`src/rtl/rtc_pkg.sv`:
```
package rtc_pkg;

  typedef struct packed {
    logic [7:0] sec;
    logic [7:0] min;
    logic [7:0] hour;
    logic [7:0] day;
    logic [7:0] mon;
    logic [7:0] year;
  } rtc_key_t;

  typedef struct packed {
    rtc_key_t   key;
    logic [2:0] wday;
  } rtc_time_t;

  typedef enum logic [1:0] {
    PER_SEC  = 2'b00,
    PER_MIN  = 2'b01,
    PER_HOUR = 2'b10,
    PER_DAY  = 2'b11
  } per_sel_e;

  localparam logic [3:0] ADR_SEC   = 4'h0;
  localparam logic [3:0] ADR_MIN   = 4'h1;
  localparam logic [3:0] ADR_HOUR  = 4'h2;
  localparam logic [3:0] ADR_DAY   = 4'h3;
  localparam logic [3:0] ADR_MON   = 4'h4;
  localparam logic [3:0] ADR_YEAR  = 4'h5;
  localparam logic [3:0] ADR_WDAY  = 4'h6;
  localparam logic [3:0] ADR_ASEC  = 4'h7;
  localparam logic [3:0] ADR_AMIN  = 4'h8;
  localparam logic [3:0] ADR_AHOUR = 4'h9;
  localparam logic [3:0] ADR_ADAY  = 4'hA;
  localparam logic [3:0] ADR_AMON  = 4'hB;
  localparam logic [3:0] ADR_AYEAR = 4'hC;
  localparam logic [3:0] ADR_CTRL  = 4'hD;
  localparam logic [3:0] ADR_DRIFT = 4'hE;
  localparam logic [3:0] ADR_STAT  = 4'hF;

  // Field masks shared by time and alarm registers
  localparam logic [7:0] MSK_SEC  = 8'h7F;
  localparam logic [7:0] MSK_MIN  = 8'h7F;
  localparam logic [7:0] MSK_HOUR = 8'h3F;
  localparam logic [7:0] MSK_DAY  = 8'h3F;
  localparam logic [7:0] MSK_MON  = 8'h1F;

  // Packed BCD increment of a two-digit value
  function automatic logic [7:0] bcd_inc(input logic [7:0] v);
    if (v[3:0] >= 4'd9) return {v[7:4] + 4'd1, 4'd0};
    return {v[7:4], v[3:0] + 4'd1};
  endfunction

  // Divisible by four: even tens need units 0/4/8, odd tens need 2/6
  function automatic logic leap_year(input logic [7:0] y);
    if (!y[4]) return (y[3:0] == 4'd0) || (y[3:0] == 4'd4) || (y[3:0] == 4'd8);
    return (y[3:0] == 4'd2) || (y[3:0] == 4'd6);
  endfunction

  function automatic logic [7:0] month_last_day(input logic [7:0] m, input logic [7:0] y);
    case (m)
      8'h02:                      return leap_year(y) ? 8'h29 : 8'h28;
      8'h04, 8'h06, 8'h09, 8'h11: return 8'h30;
      default:                    return 8'h31;
    endcase
  endfunction

  // Time after one second step, or after a round-to-minute step
  function automatic rtc_time_t rtc_advance(input rtc_time_t t, input logic round);
    rtc_time_t n;
    logic      c;
    n = t;
    if (round) begin
      n.key.sec = 8'h00;
      c = (t.key.sec >= 8'h30);
    end else if (t.key.sec >= 8'h59) begin
      n.key.sec = 8'h00;
      c = 1'b1;
    end else begin
      n.key.sec = bcd_inc(t.key.sec);
      c = 1'b0;
    end
    if (c) begin
      if (t.key.min >= 8'h59) n.key.min = 8'h00;
      else begin n.key.min = bcd_inc(t.key.min); c = 1'b0; end
    end
    if (c) begin
      if (t.key.hour >= 8'h23) n.key.hour = 8'h00;
      else begin n.key.hour = bcd_inc(t.key.hour); c = 1'b0; end
    end
    if (c) begin
      n.wday = (t.wday >= 3'd6) ? 3'd0 : t.wday + 3'd1;
      if (t.key.day >= month_last_day(t.key.mon, t.key.year)) n.key.day = 8'h01;
      else begin n.key.day = bcd_inc(t.key.day); c = 1'b0; end
    end
    if (c) begin
      if (t.key.mon >= 8'h12) n.key.mon = 8'h01;
      else begin n.key.mon = bcd_inc(t.key.mon); c = 1'b0; end
    end
    if (c) begin
      if (t.key.year >= 8'h99) n.key.year = 8'h00;
      else n.key.year = bcd_inc(t.key.year);
    end
    return n;
  endfunction

endpackage

```
`src/rtl/rtc_prescaler.sv`:
```
module rtc_prescaler #(
  parameter int TICKS_PER_SEC = 32768,
  parameter int COMP_W        = 8
) (
  input  logic                     clk,
  input  logic                     rst_n,
  input  logic                     tick_en,
  input  logic                     restart,
  input  logic                     hour_last,
  input  logic signed [COMP_W-1:0] comp,
  output logic                     sec_step
);
  localparam int CNT_W = $clog2(TICKS_PER_SEC + (2 ** (COMP_W - 1)) + 1);
  localparam int LIM_W = CNT_W + 1;
  localparam logic signed [LIM_W-1:0] PER_S = LIM_W'(TICKS_PER_SEC);
  localparam logic signed [LIM_W-1:0] ONE_S = 1;

  logic        [CNT_W-1:0] cnt_q;
  logic signed [LIM_W-1:0] lim_raw;
  logic signed [LIM_W-1:0] lim;

  always_comb begin
    lim_raw = hour_last ? (PER_S - LIM_W'(comp)) : PER_S;
    lim     = (lim_raw < ONE_S) ? ONE_S : lim_raw;
  end

  assign sec_step = tick_en && ($signed({1'b0, cnt_q}) >= (lim - ONE_S));

  always_ff @(posedge clk or negedge rst_n) begin
    if (!rst_n)        cnt_q <= '0;
    else if (restart)  cnt_q <= '0;
    else if (tick_en)  cnt_q <= sec_step ? '0 : cnt_q + CNT_W'(1);
  end

endmodule

```
`src/rtl/rtc_calendar.sv`:
```
module rtc_calendar
  import rtc_pkg::*;
(
  input  logic       clk,
  input  logic       rst_n,
  input  logic       step,
  input  logic       round_pend,
  input  logic       wr_en,
  input  logic [3:0] addr,
  input  logic [7:0] wdata,
  output rtc_time_t  cur_t,
  output rtc_time_t  next_t
);

  assign next_t = rtc_advance(cur_t, round_pend);

  always_ff @(posedge clk or negedge rst_n) begin
    if (!rst_n) begin
      cur_t <= '{key: '{sec: 8'h00, min: 8'h00, hour: 8'h00,
                        day: 8'h01, mon: 8'h01, year: 8'h00},
                 wday: 3'd0};
    end else begin
      if (step) cur_t <= next_t;
      if (wr_en) begin
        case (addr)
          ADR_SEC:  cur_t.key.sec  <= wdata & MSK_SEC;
          ADR_MIN:  cur_t.key.min  <= wdata & MSK_MIN;
          ADR_HOUR: cur_t.key.hour <= wdata & MSK_HOUR;
          ADR_DAY:  cur_t.key.day  <= wdata & MSK_DAY;
          ADR_MON:  cur_t.key.mon  <= wdata & MSK_MON;
          ADR_YEAR: cur_t.key.year <= wdata;
          ADR_WDAY: cur_t.wday     <= wdata[2:0];
          default: ;
        endcase
      end
    end
  end


  wday_range_chk: assert property (@(posedge clk) disable iff (!rst_n)
    (step && !wr_en && cur_t.wday <= 3'd6) |=> (cur_t.wday <= 3'd6));


  round_zero_chk: assert property (@(posedge clk) disable iff (!rst_n)
    (step && round_pend && !wr_en) |=> (cur_t.key.sec == 8'h00));

endmodule

```
`src/rtl/rtc_irq.sv`:
```
module rtc_irq
  import rtc_pkg::*;
(
  input  logic       clk,
  input  logic       rst_n,
  input  logic       step,
  input  rtc_key_t   next_key,
  input  logic       alarm_en,
  input  logic       per_en,
  input  per_sel_e   per_sel,
  input  logic       wr_en,
  input  logic [3:0] addr,
  input  logic [7:0] wdata,
  output rtc_key_t   alarm_key,
  output logic       alarm_flag,
  output logic       period_flag
);

  logic alarm_hit;
  logic period_hit;
  logic clr_alarm;
  logic clr_period;

  assign alarm_hit = step && alarm_en && (next_key == alarm_key);

  always_comb begin
    case (per_sel)
      PER_SEC:  period_hit = 1'b1;
      PER_MIN:  period_hit = (next_key.sec == 8'h00);
      PER_HOUR: period_hit = (next_key.sec == 8'h00) && (next_key.min == 8'h00);
      default:  period_hit = (next_key.sec == 8'h00) && (next_key.min == 8'h00) &&
                             (next_key.hour == 8'h00);
    endcase
    period_hit = period_hit && step && per_en;
  end

  assign clr_alarm  = wr_en && (addr == ADR_STAT) && wdata[0];
  assign clr_period = wr_en && (addr == ADR_STAT) && wdata[1];

  always_ff @(posedge clk or negedge rst_n) begin
    if (!rst_n) begin
      alarm_key <= '{sec: 8'h00, min: 8'h00, hour: 8'h00,
                     day: 8'h01, mon: 8'h01, year: 8'h00};
    end else if (wr_en) begin
      case (addr)
        ADR_ASEC:  alarm_key.sec  <= wdata & MSK_SEC;
        ADR_AMIN:  alarm_key.min  <= wdata & MSK_MIN;
        ADR_AHOUR: alarm_key.hour <= wdata & MSK_HOUR;
        ADR_ADAY:  alarm_key.day  <= wdata & MSK_DAY;
        ADR_AMON:  alarm_key.mon  <= wdata & MSK_MON;
        ADR_AYEAR: alarm_key.year <= wdata;
        default: ;
      endcase
    end
  end

  // Event set wins over a clear in the same cycle
  always_ff @(posedge clk or negedge rst_n) begin
    if (!rst_n) begin
      alarm_flag  <= 1'b0;
      period_flag <= 1'b0;
    end else begin
      if (alarm_hit)       alarm_flag <= 1'b1;
      else if (clr_alarm)  alarm_flag <= 1'b0;
      if (period_hit)      period_flag <= 1'b1;
      else if (clr_period) period_flag <= 1'b0;
    end
  end


  alarm_rise_chk: assert property (@(posedge clk) disable iff (!rst_n)
    $rose(alarm_flag) |-> $past(step && alarm_en));


  period_rise_chk: assert property (@(posedge clk) disable iff (!rst_n)
    $rose(period_flag) |-> $past(step && per_en));

endmodule

```
`src/rtl/rtc_bcd_top.sv`:
```
module rtc_bcd_top
  import rtc_pkg::*;
#(
  parameter int TICKS_PER_SEC = 32768,
  parameter int COMP_W        = 8
) (
  input  logic       clk,
  input  logic       rst_n,
  input  logic       tick32,
  input  logic       wr_en,
  input  logic       rd_en,
  input  logic [3:0] addr,
  input  logic [7:0] wdata,
  output logic [7:0] rdata,
  output logic       irq_alarm,
  output logic       irq_period
);

  rtc_time_t               cur_t;
  rtc_time_t               next_t;
  rtc_key_t                alarm_key;
  logic                    sec_step;
  logic                    hour_last;
  logic                    sec_restart;
  logic                    round_pend;
  logic                    alarm_en;
  logic                    per_en;
  per_sel_e                per_sel;
  logic signed [COMP_W-1:0] drift_q;
  logic                    alarm_flag;
  logic                    period_flag;
  logic [1:0]              stat_snap;
  logic [7:0]              rd_mux;
  logic                    ctrl_wr;

  assign hour_last   = (cur_t.key.sec == 8'h59) && (cur_t.key.min == 8'h59);
  assign sec_restart = wr_en && (addr == ADR_SEC);
  assign ctrl_wr     = wr_en && (addr == ADR_CTRL);

  rtc_prescaler #(
    .TICKS_PER_SEC(TICKS_PER_SEC),
    .COMP_W       (COMP_W)
  ) u_presc (
    .clk      (clk),
    .rst_n    (rst_n),
    .tick_en  (tick32),
    .restart  (sec_restart),
    .hour_last(hour_last),
    .comp     (drift_q),
    .sec_step (sec_step)
  );

  rtc_calendar u_cal (
    .clk       (clk),
    .rst_n     (rst_n),
    .step      (sec_step),
    .round_pend(round_pend),
    .wr_en     (wr_en),
    .addr      (addr),
    .wdata     (wdata),
    .cur_t     (cur_t),
    .next_t    (next_t)
  );

  rtc_irq u_irq (
    .clk        (clk),
    .rst_n      (rst_n),
    .step       (sec_step),
    .next_key   (next_t.key),
    .alarm_en   (alarm_en),
    .per_en     (per_en),
    .per_sel    (per_sel),
    .wr_en      (wr_en),
    .addr       (addr),
    .wdata      (wdata),
    .alarm_key  (alarm_key),
    .alarm_flag (alarm_flag),
    .period_flag(period_flag)
  );

  // Control and drift registers; round request clears on the step that uses it
  always_ff @(posedge clk or negedge rst_n) begin
    if (!rst_n) begin
      round_pend <= 1'b0;
      alarm_en   <= 1'b0;
      per_en     <= 1'b0;
      per_sel    <= PER_SEC;
      drift_q    <= '0;
    end else begin
      if (ctrl_wr && wdata[0]) round_pend <= 1'b1;
      else if (sec_step)       round_pend <= 1'b0;
      if (ctrl_wr) begin
        alarm_en <= wdata[1];
        per_sel  <= per_sel_e'(wdata[3:2]);
        per_en   <= wdata[4];
      end
      if (wr_en && addr == ADR_DRIFT) drift_q <= COMP_W'(wdata);
    end
  end

  always_comb begin
    case (addr)
      ADR_SEC:   rd_mux = cur_t.key.sec;
      ADR_MIN:   rd_mux = cur_t.key.min;
      ADR_HOUR:  rd_mux = cur_t.key.hour;
      ADR_DAY:   rd_mux = cur_t.key.day;
      ADR_MON:   rd_mux = cur_t.key.mon;
      ADR_YEAR:  rd_mux = cur_t.key.year;
      ADR_WDAY:  rd_mux = {5'd0, cur_t.wday};
      ADR_ASEC:  rd_mux = alarm_key.sec;
      ADR_AMIN:  rd_mux = alarm_key.min;
      ADR_AHOUR: rd_mux = alarm_key.hour;
      ADR_ADAY:  rd_mux = alarm_key.day;
      ADR_AMON:  rd_mux = alarm_key.mon;
      ADR_AYEAR: rd_mux = alarm_key.year;
      ADR_CTRL:  rd_mux = {3'd0, per_en, per_sel, alarm_en, round_pend};
      ADR_DRIFT: rd_mux = 8'(drift_q);
      default:   rd_mux = {6'd0, stat_snap};
    endcase
  end

  // Status reads return the previous capture, then capture live flags
  always_ff @(posedge clk or negedge rst_n) begin
    if (!rst_n) begin
      rdata     <= 8'h00;
      stat_snap <= 2'b00;
    end else if (rd_en) begin
      rdata <= rd_mux;
      if (addr == ADR_STAT) stat_snap <= {period_flag, alarm_flag};
    end
  end

  assign irq_alarm  = alarm_flag;
  assign irq_period = period_flag;


  stat_capture_chk: assert property (@(posedge clk) disable iff (!rst_n)
    (rd_en && addr == ADR_STAT) |=> (stat_snap == $past({period_flag, alarm_flag})));

endmodule

```
`config.mk`:
```
export PLATFORM = sky130hd
export DESIGN_NAME = rtc_bcd_top
export DESIGN_NICKNAME = d
export VERILOG_FILES = /design/src/rtl/rtc_pkg.sv /design/src/rtl/rtc_prescaler.sv /design/src/rtl/rtc_calendar.sv /design/src/rtl/rtc_irq.sv /design/src/rtl/rtc_bcd_top.sv
export SDC_FILE = /design/constraint.sdc
export NUM_CORES = 1
export LEC_CHECK = 0
export BUFFER_PORTS_ARGS = -buffer_cell sky130_fd_sc_hd__buf_2
export CAP_MARGIN = 10
export CORE_MARGIN = 2
export CORE_UTILIZATION = 65
export CTS_BUF_LIST = sky130_fd_sc_hd__clkbuf_8
export DETAILED_ROUTE_END_ITERATION = 6
export GPL_TIMING_DRIVEN = 0
export PLACE_DENSITY = 0.81
export SYNTH_ARGS = -nofsm -noshare
export SYNTH_HDL_FRONTEND = slang
export SYNTH_SLANG_ARGS = --single-unit
```
`constraint.sdc`:
```
create_clock -name clk -period 6.69 [get_ports clk]
set_input_delay 0.3345 -clock clk [delete_from_list [all_inputs] [get_ports clk]]
set_output_delay 0.3345 -clock clk [all_outputs]
set_load 0.01 [all_outputs]
```
=== Yosys cells after proc, flatten, opt, wreduce, memory -nomap -nowiden ===
Index checks and enable logic that the tools add are counted.

* Register bits after elaboration: 131
* Logic and storage cells: 206
* Output and inout bits: 10

* Muxes and demuxes: 86
* Magnitude comparators: 16
* Reductions and logical operators: 36
* Equal/unequal tests: 29
* Add/sub/neg operators: 16

{| class="wikitable"
|+ Operator list
! cell !! number
|-
| $mux 8 || 31
|-
| $pmux 8 s15 || 1
|-
| $mux 51 || 2
|-
| $add 4x1->4 const B || 12
|-
| $eq 48x47->1 || 1
|-
| $mux 16 || 3
|-
| $mux 1 || 42
|-
| $eq 4x4->1 const B || 9
|-
| $mux 17 || 2
|-
| $eq 4x3->1 const B || 6
|-
| $ge 4x4->1 const B || 6
|-
| $logic_not 8->1 || 3
|-
| $ge 17x17->1 || 1
|-
| $lt 17x2->1 const B || 1
|-
| $sub 17x2->17 const B || 1
|-
| $sub 17x8->17 const A || 1
|-
| $add 16x1->16 const B || 1
|-
| $eq 8x3->1 const B || 2
|-
| $eq 8x7->1 const B || 2
|-
| $ge 8x6->1 const B || 2
|-
| $ge 8x7->1 const B || 2
|-
| $pmux 8 s2 || 1
|-
| $logic_and 1x1->1 || 15
|-
| $reduce_and 2->1 || 7
|-
| 19 further kinds || 29
|}

=== Depth between registers and ports, before layout ===
Gate-level depths: netlist of the first run.

* Depth in word-level cells: 23
* Gate-level depth with buffers: 27
* Mapped depth without buffers: 22

=== Hierarchy ===
A second synthesis of the first run with hierarchy kept.

* Cell total of the unflattened synthesis: 1242
* Area total of the unflattened synthesis: 10799.1 µm²

{| class="wikitable"
|+ Modules (own cells, without submodules)
! module !! cells each !! area each (µm²) !! times used
|-
| rtc_calendar || 545 || 4309.1 || 1
|-
| rtc_irq || 175 || 2183.3 || 1
|-
| rtc_prescaler || 278 || 2168.3 || 1
|-
| rtc_bcd_top || 244 || 2138.3 || 1
|}

=== Worst setup path after synthesis of the first run ===
No wires, ideal clock.

* Path kind: register to register
* From: reg drift_q[0]
* To: reg, netlist name u_cal.cur_t[4]
* Buffers on the path: 4
* Arrival: 4.984 ns
* Data required time: 6.565 ns
* Slack: 1.582 ns
* Setup time: 0.125 ns
* Stages on the path, launching flop included: 26
* Path through: dfrtp_1 clkbuf_1 inv_1 ha_1 nor2b_1 o21ai_0 a21oi_1 and2_1 a31oi_1 nand2b_1 clkbuf_1 ha_1 buf_1 a21boi_0 a21oi_1 ha_1 a211oi_1 nand3_1 o311ai_0 nand4b_1 o21ai_0 clkbuf_1 nor2_1 nand3_1 o21ai_0 mux2_2

* Longest elaborated chain between the ends: 10

{| class="wikitable"
|+ RTL lines
! item !! RTL line !! RTL
|-
| start, declared || rtc_bcd_top.sv:29 || <nowiki>logic signed [COMP_W-1:0] drift_q;</nowiki>
|-
| start signal, assigned || rtc_bcd_top.sv:97 || <nowiki>if (wr_en && addr == ADR_DRIFT) drift_q <= COMP_W'(wdata);</nowiki>
|-
| $sub 17x8->17 * || rtc_prescaler.sv:23 || <nowiki>lim_raw = hour_last ? (PER_S - LIM_W'(comp)) : PER_S;</nowiki>
|-
| $mux 17 * || rtc_prescaler.sv:23 ||
|-
| $lt 17x2->1 || rtc_prescaler.sv:24 || <nowiki>lim = (lim_raw < ONE_S) ? ONE_S : lim_raw;</nowiki>
|-
| $mux 17 * || rtc_prescaler.sv:24 ||
|-
| $sub 17x2->17 * || rtc_prescaler.sv:27 || <nowiki>assign sec_step = tick_en && ($signed({1'b0, cnt_q}) >= (lim - ONE_S));</nowiki>
|-
| $ge 17x17->1 * || rtc_prescaler.sv:27 ||
|-
| $logic_and 1x1->1 * || rtc_prescaler.sv:27 ||
|-
| $mux 51 * || rtc_calendar.sv:23 || <nowiki>if (step) cur_t <= next_t;</nowiki>
|-
| $mux 8 || rtc_calendar.sv:25 || <nowiki>case (addr)</nowiki>
|-
| $mux 51 * || rtc_calendar.sv:24 || <nowiki>if (wr_en) begin</nowiki>
|}

Every way passes the cells marked *; elsewhere a longest branch is shown, timed or not.
A chain may end at the register's enable or synchronous reset.

=== Final worst setup path of the first run ===
* From: reg drift_q[4]
* To: reg, netlist name u_cal.cur_t[49]

* Longest elaborated chain between the ends: 10

{| class="wikitable"
|+ RTL lines
! item !! RTL line
|-
| $sub 17x8->17 * || rtc_prescaler.sv:23
|-
| $mux 17 * || rtc_prescaler.sv:23
|-
| $lt 17x2->1 || rtc_prescaler.sv:24
|-
| $mux 17 * || rtc_prescaler.sv:24
|-
| $sub 17x2->17 * || rtc_prescaler.sv:27
|-
| $ge 17x17->1 * || rtc_prescaler.sv:27
|-
| $logic_and 1x1->1 * || rtc_prescaler.sv:27
|-
| $mux 51 * || rtc_calendar.sv:23
|-
| $mux 8 || rtc_calendar.sv:25
|-
| $mux 51 * || rtc_calendar.sv:24
|}

Marked as above.

==> metrics.txt, run 1 <==
number of nets in the synthesized netlist 1,360; detailed placement HPWL 30,240 um; count of buffers inserted at the top-level ports 24; yosys synthesis warning count 0; number of iterations in the first detailed-routing pass 7; type of the tightest min-delay check input port to register; Sum Neg Setup Slack 0 ns; # placed instances 1,528; final count of hold timing violations 0; maximum operating frequency 0.1604 GHz; DRC violation total after the first TritonRoute iteration 1,682; Synth Flop Type dfrtp_1; die area 17,450 um^2; via/cell ratio 7.253; power share of the combinational group 0.401; cell type with the largest total area after synthesis dfrtp_1; crit path time final 6.233 ns; final setup violation count 0; violations in the final reports design-rule violations; die height 132.1 um; share of synthesized cell area in and, or, nand and nor gates 0.2358; residual overflow from global routing 0; clock buffer depth 2; internal portion of total power 1.856 mW; RSZ-0062 raised after global routing no; Layout area overhead 8.540%; Tot GR Track Use 0.4708; portion of total power attributed to sequential cells 0.360; pin count of the biggest net entering global routing 68; Synth area leaders dfrtp_1 30%, ha_1 6.6%, o21ai_0 6.0%; total wire length after detailed routing 40,960 um; cell at the root of the clock tree clkbuf_8; CTS tree yes; Switching Power 1.493 mW; number of buffers added for setup after CTS 0; maximum single-stage delay on the critical path 0.40 ns; result of the run finished with violations; most frequent cells after synthesis 127 x dfrtp_1, 127 x o21ai_0, 120 x nand2_1; Synth top area share 0.2979; part of the Yosys area used for sequential elements 0.3078; global placement routability congestion 1.112; post-synthesis sequential element count 131; post-detailed-route count of antenna-violating nets 0; fraction of synthesized area in multiplexers 0.07941; Crit Path Category register to register; count of standard-cell rows 46; final cell count without fillers 1,563; storage element area 3284 um^2; leakage power figure 4.742 nW; total number of clock tree sinks 131; area taken by multi-input logic gates 6889 um^2; maximum capacitance violations 0; combinational family with the most area after synthesis compound AO/OA/AOI/OAI gates; power density cells 289.2 nW/um^2; unique cell type count in the Yosys netlist 102; Fin Clk Skew 0.01951 ns; Filler cells 1,255; most numerous cell on the critical path ha_1; xor and xnor area share after synthesis 0.02381; starting density of the core 0.6690; post-layout net count 1,404; number of enable flip-flop cells after synthesis 0; Pins Over Slew Limit 0; portion of total power attributed to the clock network 0.240; Horiz. Die Dim 132.1 um; via count 11,337; Post-route DRC 35; post-synthesis instance total 1,287; data required time at the worst endpoint 7.08 ns; DP Area 11,090 um^2; Top Family by Delay on Critical Path simple AND/OR/NAND/NOR gates; Post-Synth Adder-Cell Area 0.06569; layout cell share with drive strength beyond 1 0.1324; post-route design area 11,580 um^2; Peak supply drop 0.2372 mV; met1 demand-to-capacity share in global routing 0.5459; CP Capture Type register; fraction of power spent switching nets 0.4458; worst path buffer plus inverter count 5; summed instance area of the synthesized netlist 10,670 um^2; placeable core region 15,940 um^2; Critical Path Start Type register; most crowded layer after global routing met2; share of async-settable or async-resettable flops after synthesis 1.000; post-route clock period utilization 0.9316; area fraction in compound gates after synthesis 0.2398; Routed wire per std cell 26.20 um; via count of the first global-routing pass 10,868; Worst Max-Slew Pin Slew 1.237 ns; met3 capacity usage during global routing 0.1757; first-pass GRT wire length 62,420 um; Skew-Pair Late Insertion Delay 0.48 ns; critical path peak fanout 10; I/O Pins 27; depth of the CTS H-tree 4; met2 usage in global routing 0.7280; post-synthesis area per instance 8.288 um^2; CTS buffer count 17; sequence of cells on the critical path clkbuf_1, nor4_4, nand2_1, ha_1, nor2b_1, a31oi_1, nand2b_1, clkbuf_1, ha_1, buf_1, a21boi_1, a21oi_1, ha_1, a211oi_1, nand3_1, o311ai_0, nand4b_1, nor2_2, nor2b_1, buf_2, clkbuf_2, o21ai_0, a221oi_1, nor2_1; number of antenna violations at the first check in global routing 3; standard cell with the maximum stage delay on the critical path nor4_4; worst path arrival time 6.62 ns; clock slew at reported path FFs 0.09 ns; Slew HR 0.1690
-- layout make-up --
class | count | share of cell area
repair buffers | 26 | 0.01416
flip-flops and latches | 131 | 0.2837
clock inverters | 15 | 0.01870
inverters | 46 | 0.01491
diodes | 3 | 0.0006484
plain buffers | 70 | 0.02929
clock buffers | 17 | 0.02021
well taps | 216 | 0.02334
multi-input cells | 1039 | 0.5950
-- layer usage --
metal,part of all wire,up-vias
met5,0,-
met4,0.087,0
met3,0.13,308
met2,0.44,928
met1,0.35,5206
li1,-,4895
-- worst paths after layout --
kind	endpoint	cells past startpoint	from	slack [ns]
worst max-delay path	u_cal.cur_t[49]	24	drift_q[4]	0.46
worst min-delay path	u_irq.alarm_key[21]	2	wdata[5]	0.12
worst max register to register	u_cal.cur_t[49]	24	drift_q[4]	0.46
worst min register to register	stat_snap[1]	1	stat_snap[1]	0.52
max in group asynchronous	drift_q[0]	3	rst_n	5.46
min in group asynchronous	u_presc.cnt_q[2]	2	rst_n	0.42
-- worst reg2reg max path, stage by stage, from the launching register on --
cell and delay, ns:
dfrtp_1 0.38, clkbuf_1 0.24, nor4_4 0.40, nand2_1 0.20
ha_1 0.26, nor2b_1 0.15, a31oi_1 0.20, nand2b_1 0.13
clkbuf_1 0.32, ha_1 0.22, buf_1 0.33, a21boi_1 0.34
a21oi_1 0.08, ha_1 0.36, a211oi_1 0.26, nand3_1 0.11
o311ai_0 0.28, nand4b_1 0.24, nor2_2 0.40, nor2b_1 0.08
buf_2 0.26, clkbuf_2 0.39, o21ai_0 0.22, a221oi_1 0.11
nor2_1 0.19
-- cell usage in the layout (no fill, tap or decap), types with 5 or more instances in the layout --
cell type  synthesis  layout
clkbuf_8           0      17
o21ai_0          127     126
inv_6              0       7
ha_1              56      56
mux2_2            56      56
o211ai_1          13      13
buf_6              5       6
xor2_1             7       7
nor3b_1           11      11
dfrtp_1          127     126
nand3_1           54      54
nand2b_1          16      16
a221oi_1           7       7
a311oi_1           7       7
a31oi_1           29      29
a22o_1             5       5
o21a_1             7       7
nor3_1            39      39
a22oi_1           17      17
inv_1             46      46
a21o_1             6       6
nor2_2             5       5
nand2_1          120     120
a32oi_1            8       8
a21oi_1           87      87
o31ai_1            9       9
nand4_1           22      22
nor2b_1           16      15
clkbuf_1          50      46
xnor2_1           22      22
or3_1              7       7
a41oi_1           10      10
and3_1            19      19
buf_2              9      32
a211oi_1           8       8
nor4_1            10      10
nor2_1           117     117
mux2i_1           16      16
-- kinds of logic (layout without fill, tap and decap cells) --
logic type | Yosys count | in the layout
adder cells (fa/ha/maj) | 56 | 56
multiplexers | 75 | 75
flip-flops | 131 | 131
other | 0 | 3
buffers and inverters | 117 | 174
AND/OR/NAND/NOR | 483 | 483
AO/OA/AOI/OAI | 396 | 396
XOR/XNOR | 29 | 29
-- power groups by stage --
stage	Clock (mW)	Sequential, mW	Combinational, mW
after global routing	0.828	1.21	1.44
after global placement	0	1.19	1.25
final	0.803	1.20	1.34
after CTS	0.796	1.18	1.29
after detailed placement	0	1.19	1.28
after floorplan	0	1.09	0.935
-- registers in the layout (all words and copies together), names as in the netlist --
name and count:
alarm_en 1, per_sel 2, stat_snap 2, rdata 8, round_pend 1, u_irq.alarm_flag 1
u_presc.cnt_q 16, drift_q 8, u_irq.alarm_key 39, u_cal.cur_t 51, per_en 1, u_irq.period_flag 1
-- per-stage QoR --
stage | power (mW) | util | hold slack, ns | setup WS (ns)
final | 3.348 | 0.7262 | 0.1178 | 0.4575
after global routing | 3.482 | 0.7259 | 0.1154 | 0.04748
after CTS | 3.262 | 0.7247 | 0.1080 | 0.1642
after detailed placement | 2.470 | 0.6957 | 0.3747 | -0.4420
after global placement | 2.436 | 0.6935 | 0.4896 | -0.3065
after floorplan | 2.020 | - | 0.03891 | 1.582
-- repair_timing --
| item | CTS | global route |
|---|---|---|
| gates resized for setup | 3 | 10 |
| endpoints found under the setup margin | 24 | 51 |
| endpoints found under the hold margin | 60 | 0 |
| hold buffers | 1 | 0 |
Power figures use the tool's default switching activity.
==> run 2, diff against run 1 <==
--- a/config.mk
+++ b/config.mk
@@ -8,11 +8,12 @@
 export BUFFER_PORTS_ARGS = -buffer_cell sky130_fd_sc_hd__buf_2
 export CAP_MARGIN = 10
 export CORE_MARGIN = 2
-export CORE_UTILIZATION = 65
-export CTS_BUF_LIST = sky130_fd_sc_hd__clkbuf_8
+export CORE_UTILIZATION = 64
 export DETAILED_ROUTE_END_ITERATION = 6
 export GPL_TIMING_DRIVEN = 0
-export PLACE_DENSITY = 0.81
+export PLACE_DENSITY = 0.8
+export REMOVE_ABC_BUFFERS = 1
+export SLEW_MARGIN = 20
 export SYNTH_ARGS = -nofsm -noshare
 export SYNTH_HDL_FRONTEND = slang
 export SYNTH_SLANG_ARGS = --single-unit
==> metrics.txt, run 2 (same netlist as run 1, synthesis figures left out) <==
total wire length after detailed routing 36,900 um (-9.9%); overall power of the completed layout 3.387 mW (+1.2%); total length of routed met2 wires 16,250 um (-8.9%); Post-route DRC 2 (-94%); via count 10,659 (-6.0%); number of flip-flops in the largest register 51 (unchanged); Crit Path Category register to register; depth of the CTS H-tree 4 (unchanged); total number of clock tree sinks 131 (unchanged); Tot GR Track Use 0.4191 (-0.05172); register name with the most flops u_cal.cur_t; count of standard-cell rows 47 (+2.2%); met3 wire len 4559 um (-15%); most common cell after layout, fill and taps aside dfrtp_1; DRC violation total after the first TritonRoute iteration 1,440 (-14%); global placement routability congestion 1.057 (-4.9%); maximum operating frequency 0.1640 GHz (+2.2%); pin count of the biggest net entering global routing 87 (+28%); Layout area overhead 7.108%; via count of the first global-routing pass 9,682 (-11%); CP Capture Type register; detailed placement HPWL 26,750 um (-12%); data required time at the worst endpoint 7.04 ns (-0.04 ns); leakage power figure 4.675 nW (-1.4%); Critical Path Start Type register; crit path time final 6.096 ns (-0.1360 ns); worst setup margin 0.5935 ns (+0.1360 ns); largest registers u_cal.cur_t (51), u_irq.alarm_key (39), u_presc.cnt_q (16); worst setup timing slack at the placement stage 0.5609 ns (+1.003 ns); CTS tree yes; post-route clock period utilization 0.9113 (-0.02033); count of buffers inserted at the top-level ports 26 (+8.3%); I/O Pins 27 (unchanged); violations in the final reports design-rule violations; power density cells 296.5 nW/um^2 (+2.5%); Fin Clk Skew 0.007869 ns (-0.01164 ns); commonest cells after routing, fill and taps aside 127 x dfrtp_1, 126 x o21ai_0, 120 x nand2_1; number of buffers added for setup after CTS 0 (unchanged); die area 17,720 um^2 (+1.5%); critical path peak fanout 11 (+1); clock slew at reported path FFs 0.06 ns (-0.03 ns); Slew HR 0.1736 (+0.004579); Met1 Wirelength 14,500 um (+2.3%); first-pass GRT wire length 56,940 um (-8.8%); starting density of the core 0.6478 (-0.02125); final count of hold timing violations 0 (unchanged); Peak supply drop 0.3036 mV (+28%); worst path arrival time 6.44 ns (-0.18 ns); post-layout net count 1,339 (-4.6%); maximum capacitance violations 0 (unchanged); post-detailed-route count of antenna-violating nets 0 (unchanged); final setup violation count 0 (unchanged); highest metal layer with signal wires met4; number of antenna violations at the first check in global routing 0 (-3); Routed wire per std cell 24.63 um (-6.0%); die height 133.1 um (+0.76%); via/cell ratio 7.115 (-1.9%); residual overflow from global routing 0 (unchanged); type of the tightest min-delay check input port to register; result of the run finished with violations; Skew-Pair Late Insertion Delay 0.43 ns (-0.05 ns); number of iterations in the first detailed-routing pass 7 (unchanged); antenna cell count 0 (-3); cell at the root of the clock tree clkbuf_16; Worst Max-Slew Pin Slew 1.230 ns (-0.006816 ns); layout cell share with drive strength beyond 1 0.1252 (-0.007245); clock buffer depth 2 (unchanged); Pins Over Slew Limit 0 (unchanged); placeable core region 16,470 um^2 (+3.3%); RSZ-0062 raised after global routing no; CTS buffer count 17 (unchanged); Horiz. Die Dim 133.1 um (+0.76%)
==> run 2: cell types whose count changed in the layout (fill, tap and decap cells not counted), moves of 4 or more <==
cell / before / now
buf_1: 4 / 0
buf_2: 32 / 25
buf_6: 6 / 1
clkbuf_1: 46 / 4
clkbuf_16: 0 / 17
clkbuf_8: 17 / 1
inv_6: 7 / 0
==> run 2: where the power goes <==
group	total, mW	switching [mW]	internal, mW
logic	1.23	0.754	0.472
clock network	0.921	0.366	0.555
registers	1.24	0.301	0.938
total	3.39	1.42	1.97
==> run 2: routing by layer <==
layer	up-vias	GRT usage
li1	4761	-
met1	5065	0.5654
met3	128	0.1183
met4	0	0.1625
met2	705	0.6439
met5	-	0
==> run 2: through the flow <==
step                      instances  utilization  hold WS [ns]  setup TNS (ns)  area (um^2)
final                          1498       0.6938        0.2163               0        11420
after global routing           1498       0.6938        0.2173               0        11420
after CTS                      1498       0.6932        0.2029               0        11410
after detailed placement       1466       0.6585        0.2447               0        10840
after global placement         1462       0.6520        0.4879          -72.02        10740
after floorplan                1216            -       0.03891               0        10330
==> run 2: worst max-delay path, cell delays in order (launching register included) <==
cell      delay [ns]
dfrtp_1         0.51
inv_1           0.13
ha_1            0.27
nor2b_1         0.22
o21ai_0         0.13
a21oi_1         0.12
and2_1          0.21
a31oi_1         0.24
nand2b_1        0.35
ha_1            0.39
a21boi_0        0.40
a21oi_1         0.09
ha_1            0.32
and4_1          0.18
and4_1          0.22
o311ai_0        0.16
nand4b_1        0.25
nor2_2          0.16
nor2b_4         0.38
buf_6           0.23
o311ai_0        0.21
or4_1           0.60
o31ai_2         0.25
==> run 2: path summary, 6_finish.rpt <==
| kind | from | endpoint | slack (ns) | cells after the start |
|---|---|---|---|---|
| setup / recovery | drift_q[0] | u_irq.alarm_flag | 0.59 | 22 |
| hold / removal | wdata[7] | drift_q[7] | 0.22 | 2 |
| setup reg to reg | drift_q[0] | u_irq.alarm_flag | 0.59 | 22 |
| hold reg to reg | rdata[4] | rdata[4] | 0.51 | 2 |
| max in group asynchronous | rst_n | u_irq.alarm_key[8] | 5.52 | 3 |
| min in group asynchronous | rst_n | u_presc.cnt_q[10] | 0.37 | 2 |
==> run 2: layout make-up <==
| cell class | count | area (um^2) |
|---|---|---|
| multi-input combinational | 1039 | 6908 |
| timing repair buffer | 31 | 224.0 |
| tap | 220 | 275.3 |
| sequential | 131 | 3283 |
| clock buffer | 22 | 454.2 |
| inverter | 46 | 172.7 |
| fill | 1359 | 5041 |
| clock inverter | 9 | 107.6 |
==> run 2: repair_timing <==
item | in CTS | in global routing
gates resized for setup | 0 | 2
hold buffers | 1 | 0
hold endpoints to repair | 43 | 0
setup endpoints to repair | 0 | 2
